**src/rtl/hba_gc_pkg.sv**
```systemverilog
package hba_gc_pkg;
    localparam int DATA_W     = 32;
    localparam int BE_W       = DATA_W / 8;
    localparam int MODE_BIT   = 31;
    localparam int REVERT_BIT = 2;
    localparam int IEN_BIT    = 1;
    localparam int ARST_BIT   = 0;

    typedef struct packed {
        logic mode;
        logic ien;
        logic arst;
    } gc_state_t;

    localparam gc_state_t GC_RESET = '{mode: 1'b0, ien: 1'b0, arst: 1'b0};
endpackage

```
**src/rtl/hba_gc_lane_mask.sv**
```systemverilog
module hba_gc_lane_mask
    import hba_gc_pkg::*;
(
    input  logic [BE_W-1:0]   be,
    output logic [DATA_W-1:0] mask
);
    for (genvar g = 0; g < BE_W; g++) begin : g_lane
        assign mask[g*8 +: 8] = {8{be[g]}};
    end
endmodule

```
**src/rtl/hba_gc_msi_eval.sv**
```systemverilog
module hba_gc_msi_eval #(
    parameter int MSI_W = 3
) (
    input  logic             enable,
    input  logic [MSI_W-1:0] req_log2,
    input  logic [MSI_W-1:0] alloc_log2,
    output logic             revert,
    output logic             vec0_only
);
    logic req_multi;
    logic alloc_multi;
    logic mismatch;

    always_comb begin
        req_multi   = |req_log2;
        alloc_multi = |alloc_log2;
        mismatch    = (alloc_log2 != req_log2);
        revert      = enable & req_multi & alloc_multi & mismatch;
        vec0_only   = (alloc_log2 < req_log2);
    end
endmodule

```
**src/rtl/hba_gc_irq_gate.sv**
```systemverilog
module hba_gc_irq_gate #(
    parameter int NUM_PORTS = 8
) (
    input  logic                 ien,
    input  logic [NUM_PORTS-1:0] pend,
    output logic                 irq
);
    logic [NUM_PORTS:0] chain;

    assign chain[0] = 1'b0;
    for (genvar p = 0; p < NUM_PORTS; p++) begin : g_or
        assign chain[p+1] = chain[p] | pend[p];
    end

    assign irq = ien & chain[NUM_PORTS];
endmodule

```
**src/rtl/hba_global_ctrl.sv**
```systemverilog
module hba_global_ctrl
    import hba_gc_pkg::*;
#(
    parameter int ADDR_W    = 8,
    parameter int REG_OFS   = 4,
    parameter int NUM_PORTS = 8,
    parameter int MSI_W     = 3
) (
    input  logic                 clk,
    input  logic                 rst_n,
    input  logic                 strap_native_only,
    input  logic                 reg_wr,
    input  logic                 reg_rd,
    input  logic [ADDR_W-1:0]    reg_addr,
    input  logic [3:0]           reg_be,
    input  logic [31:0]          reg_wdata,
    output logic [31:0]          reg_rdata,
    input  logic [NUM_PORTS-1:0] port_irq_pend,
    output logic                 irq_req,
    output logic                 adapter_rst_req,
    input  logic                 adapter_rst_done,
    input  logic                 msi_enable,
    input  logic [MSI_W-1:0]     msi_req_log2,
    input  logic [MSI_W-1:0]     msi_alloc_log2,
    output logic                 msi_revert,
    output logic                 msi_vec0_only
);
    localparam logic [ADDR_W-1:0] OFS = ADDR_W'(REG_OFS);

    gc_state_t        st_d, st_q;
    logic             hit;
    logic             wr_hit;
    logic [DATA_W-1:0] lane_mask;
    logic [DATA_W-1:0] wr_bits;
    logic [DATA_W-1:0] wr_sel;
    logic             ien_bit;

    hba_gc_lane_mask u_mask (
        .be   (reg_be),
        .mask (lane_mask)
    );

    hba_gc_msi_eval #(.MSI_W(MSI_W)) u_msi (
        .enable     (msi_enable),
        .req_log2   (msi_req_log2),
        .alloc_log2 (msi_alloc_log2),
        .revert     (msi_revert),
        .vec0_only  (msi_vec0_only)
    );

    hba_gc_irq_gate #(.NUM_PORTS(NUM_PORTS)) u_irq (
        .ien  (st_q.ien),
        .pend (port_irq_pend),
        .irq  (irq_req)
    );

    // Next-state computation for the three stored bits.
    always_comb begin
        hit     = (reg_addr == OFS);
        wr_hit  = reg_wr & hit;
        wr_sel  = wr_hit ? lane_mask : '0;
        wr_bits = reg_wdata & wr_sel;
        st_d    = st_q;

        if (!strap_native_only && wr_sel[MODE_BIT]) begin
            st_d.mode = reg_wdata[MODE_BIT];
        end
        if (wr_sel[IEN_BIT]) begin
            st_d.ien = reg_wdata[IEN_BIT];
        end
        // A new write of 1 wins over a completion in the same cycle.
        if (wr_bits[ARST_BIT]) begin
            st_d.arst = 1'b1;
        end else if (adapter_rst_done) begin
            st_d.arst = 1'b0;
        end
    end

    always_ff @(posedge clk) begin
        if (!rst_n) begin
            st_q <= GC_RESET;
        end else begin
            st_q <= st_d;
        end
    end

    // Read path: live view of the stored bits and the derived status.
    always_comb begin
        reg_rdata = '0;
        if (reg_rd && hit) begin
            reg_rdata[MODE_BIT]   = strap_native_only | st_q.mode;
            reg_rdata[REVERT_BIT] = msi_revert;
            reg_rdata[IEN_BIT]    = st_q.ien;
            reg_rdata[ARST_BIT]   = st_q.arst;
        end
    end

    assign adapter_rst_req = st_q.arst;
    assign ien_bit         = st_q.ien;
endmodule

```
**config.mk**
```make
export PLATFORM = sky130hd
export DESIGN_NAME = hba_global_ctrl
export DESIGN_NICKNAME = d
export VERILOG_FILES = /design/src/rtl/hba_gc_pkg.sv /design/src/rtl/hba_gc_lane_mask.sv /design/src/rtl/hba_gc_msi_eval.sv /design/src/rtl/hba_gc_irq_gate.sv /design/src/rtl/hba_global_ctrl.sv
export SDC_FILE = /design/constraint.sdc
export NUM_CORES = 1
export LEC_CHECK = 0
export ABC_AREA = 1
export BUFFER_PORTS_ARGS = -buffer_cell sky130_fd_sc_hd__buf_4
export CAP_MARGIN = 20
export CORE_AREA = 2 2 52 54
export CTS_CLUSTER_DIAMETER = 200
export DETAILED_ROUTE_END_ITERATION = 7
export DIE_AREA = 0 0 54 56
export PLACE_DENSITY = 0.85
export SLEW_MARGIN = 20
export SYNTH_ARGS = -nofsm -noshare
export SYNTH_HDL_FRONTEND = slang
export SYNTH_HIERARCHICAL = 1
export SYNTH_SLANG_ARGS = --single-unit
```
**constraint.sdc**
```tcl
create_clock -name clk -period 1.7 [get_ports clk]
set_clock_uncertainty 0.2 [all_clocks]
set_input_delay 0.085 -clock clk [delete_from_list [all_inputs] [get_ports clk]]
set_output_delay 0.085 -clock clk [all_outputs]
set_load 0.05 [all_outputs]
```
==> results.sh <==
export IMPL_timing_critical_path_depth=7
export IMPL_grt_most_used_layer="met2"
export IMPL_placed_area_um2=853
export IMPL_post_cts_buffers=0
export IMPL_yosys_warnings=6
export IMPL_final_hold_worst_slack_ns=0.0194
export IMPL_cp_start_kind="primary input"
export IMPL_rows=18
export IMPL_power_ir_vdd_worst_mv=0.293
export IMPL_timing_fmax_ghz=0.613
export IMPL_final_setup_fails=0
export IMPL_final_period_minus_worst_setup_slack_ns=1.63
export IMPL_drc=0
export IMPL_clkSlewWorstSetupHoldPaths_ns=0.04
export IMPL_die_width_um=54
export IMPL_num_nets_final=224
export IMPL_area_growth_syn_to_layout_pct=50.5
export IMPL_insertedDiodeCount=0
export IMPL_critical_path_class="in -> reg"
export IMPL_required_ns=1.63
export IMPL_initial_utilization_pct=25.7
export IMPL_hold_buffer_count_at_cts=6
export IMPL_gp_congestion=0.691
export IMPL_post_route_period_util_pct=95.9
export IMPL_synth_avg_cell_area_um2=5.78
export IMPL_hold_path_depth=5
export IMPL_layout_filler_cells=264
export IMPL_fin_setup_tns_ns=0
export IMPL_stdcell_area_um2=940
export IMPL_die_height_um=56
export IMPL_grt_max_degree=6
export IMPL_post_cts_resize_count=0
export IMPL_design_core_area_um2=2430
export IMPL_layout_cells_sized_above_1_pct=31.6
export IMPL_power_per_cell_area_nw_per_um2=506
export IMPL_cell_repeated_most_along_the_worst_path="sky130_fd_sc_hd__dlygate4sd3_1"
export IMPL_outcome="finished clean"
export IMPL_clkLatencyLatePin_ns=0.23
export IMPL_post_layout_total_power_uw=476
export IMPL_grtUsageMet2_pct=15.9
export IMPL_endpoint_kind="register"
export IMPL_crit_fanout=1
export IMPL_design_die_area_um2=3020
export IMPL_i_o_pin_count=101
export IMPL_tritoncts_num_buffers=3
export IMPL_hold_viol=0
export IMPL_hold_path_class="in -> reg"
export IMPL_cts_tree="built"
export IMPL_clock_sinks=3
export IMPL_grt_pass1_vias=576
export IMPL_worstPathCellList="dlygate4sd3_1 > buf_4 > inv_1 > nand4_1 > dlygate4sd3_1 > nand2_1 > nor2_1"
export IMPL_overflow=0
export IMPL_grt_use_total_pct=9.13
export IMPL_grt_pass1_wl_mm=2.10
export IMPL_cts_root_buffer_cell="sky130_fd_sc_hd__clkbuf_4"
export IMPL_grt_setup_unrepaired="no"
export IMPL_io_buffer_count=41
export IMPL_critical_path_max_stage_delay_ns=0.57
export IMPL_use_met1_pct=9.82
export IMPL_first_iter_violations=8
export IMPL_maxCapViolCount=0
export IMPL_setup_ws_ns=0.0692
export IMPL_hpwlAfterDp_mm=1.21
export IMPL_first_pass_detailed_route_iteration_total=4
export IMPL_worst_ep_arrival_time_ns=1.56
export IMPL_final_max_slew_violation_count=0
export IMPL_gr_usage_met3_pct=3.23
export IMPL_worst_path_max_delay_cell="sky130_fd_sc_hd__dlygate4sd3_1"
export IMPL_total_leakage_power_nw=0.531
export IMPL_synth_cell_area_um2=624
export IMPL_cts_htree_levels=1
export IMPL_max_clock_path_buffers=2
export IMPL_sum_of_buffers_and_inverters_on_the_critical_path=4
export IMPL_post_drt_wl_per_cell_um=7.61
export IMPL_drtAntennaViolNets=0
export IMPL_worst_r2r_cell_count=3
export IMPL_cp_top_family="buffers and inverters"
export IMPL_finalWirelength_mm=1.41
export IMPL_routed_via_density=3.66
export IMPL_antenna_found_initial=0
export IMPL_pre_cts_slack_ns=0.239
export IMPL_detailroute_via_count=677
export IMPL_synthesis_instances=108
[final timing paths]
| path | start | to | slack (ns) |
|---|---|---|---|
| setup / recovery | reg_wdata[31] | st_q[2]$_SDFFE_PN0P_ | 0.07 |
| hold / removal | reg_be[0] | ien_bit$_SDFFE_PN0P_ | 0.02 |
| setup reg to reg | adapter_rst_req$_SDFFE_PN0P_ | adapter_rst_req$_SDFFE_PN0P_ | 0.64 |
| hold reg to reg | st_q[2]$_SDFFE_PN0P_ | st_q[2]$_SDFFE_PN0P_ | 0.31 |
[registers in the layout (all words and copies together) (netlist names)]
name / flops
st_q: 1
ien_bit: 1
adapter_rst_req: 1
[cells in the final DEF, fill, tap and decap left out]
cell / count
sky130_fd_sc_hd__a21boi_0: 1
sky130_fd_sc_hd__buf_4: 41
sky130_fd_sc_hd__clkbuf_1: 1
sky130_fd_sc_hd__clkbuf_4: 3
sky130_fd_sc_hd__conb_1: 28
sky130_fd_sc_hd__dfxtp_1: 3
sky130_fd_sc_hd__dlygate4sd3_1: 6
sky130_fd_sc_hd__ha_1: 3
sky130_fd_sc_hd__inv_1: 15
sky130_fd_sc_hd__nand2_1: 18
sky130_fd_sc_hd__nand3_1: 3
sky130_fd_sc_hd__nand3b_1: 1
sky130_fd_sc_hd__nand4_1: 2
sky130_fd_sc_hd__nor2_1: 25
sky130_fd_sc_hd__nor2_2: 1
sky130_fd_sc_hd__nor2_4: 2
sky130_fd_sc_hd__nor3_2: 1
sky130_fd_sc_hd__or2_2: 1
[area by class of cell]
| class | instances | area, µm² | share of cell area, % |
|---|---|---|---|
| multi-input cells | 86 | 392 | 41.7 |
| inverters | 15 | 56.3 | 5.99 |
| well taps | 30 | 37.5 | 3.99 |
| flip-flops and latches | 3 | 60.1 | 6.39 |
| clock buffers | 4 | 26.3 | 2.80 |
| repair buffers | 47 | 368 | 39.1 |
[worst register-to-register path, stage by stage (launching register included)]
cell                       delay [ns]
sky130_fd_sc_hd__dfxtp_1         0.32
sky130_fd_sc_hd__inv_1           0.05
sky130_fd_sc_hd__or2_2           0.26
sky130_fd_sc_hd__a21boi_0        0.16
[stage by stage]
step	std cells	utilization (%)
final	185	38.6
after global routing	185	38.6
after CTS	185	38.6
after detailed placement	175	35.1
after global placement	175	35.1
after floorplan	135	-
[report_power, final]
group	internal, mW	leakage, nW	switching (mW)
Clock	0.0880	0.0150	0.0372
Sequential	0.0709	0.0242	0.0000256
Combinational	0.0803	0.492	0.199
[metal layers]
layer  share of wire [%]  routed length, µm
met2                  49                686
met5                   0                  0
met3                  16                222
met4                   0                  0
met1                  35                499
No activity file was read; power rests on OpenSTA's default activity.
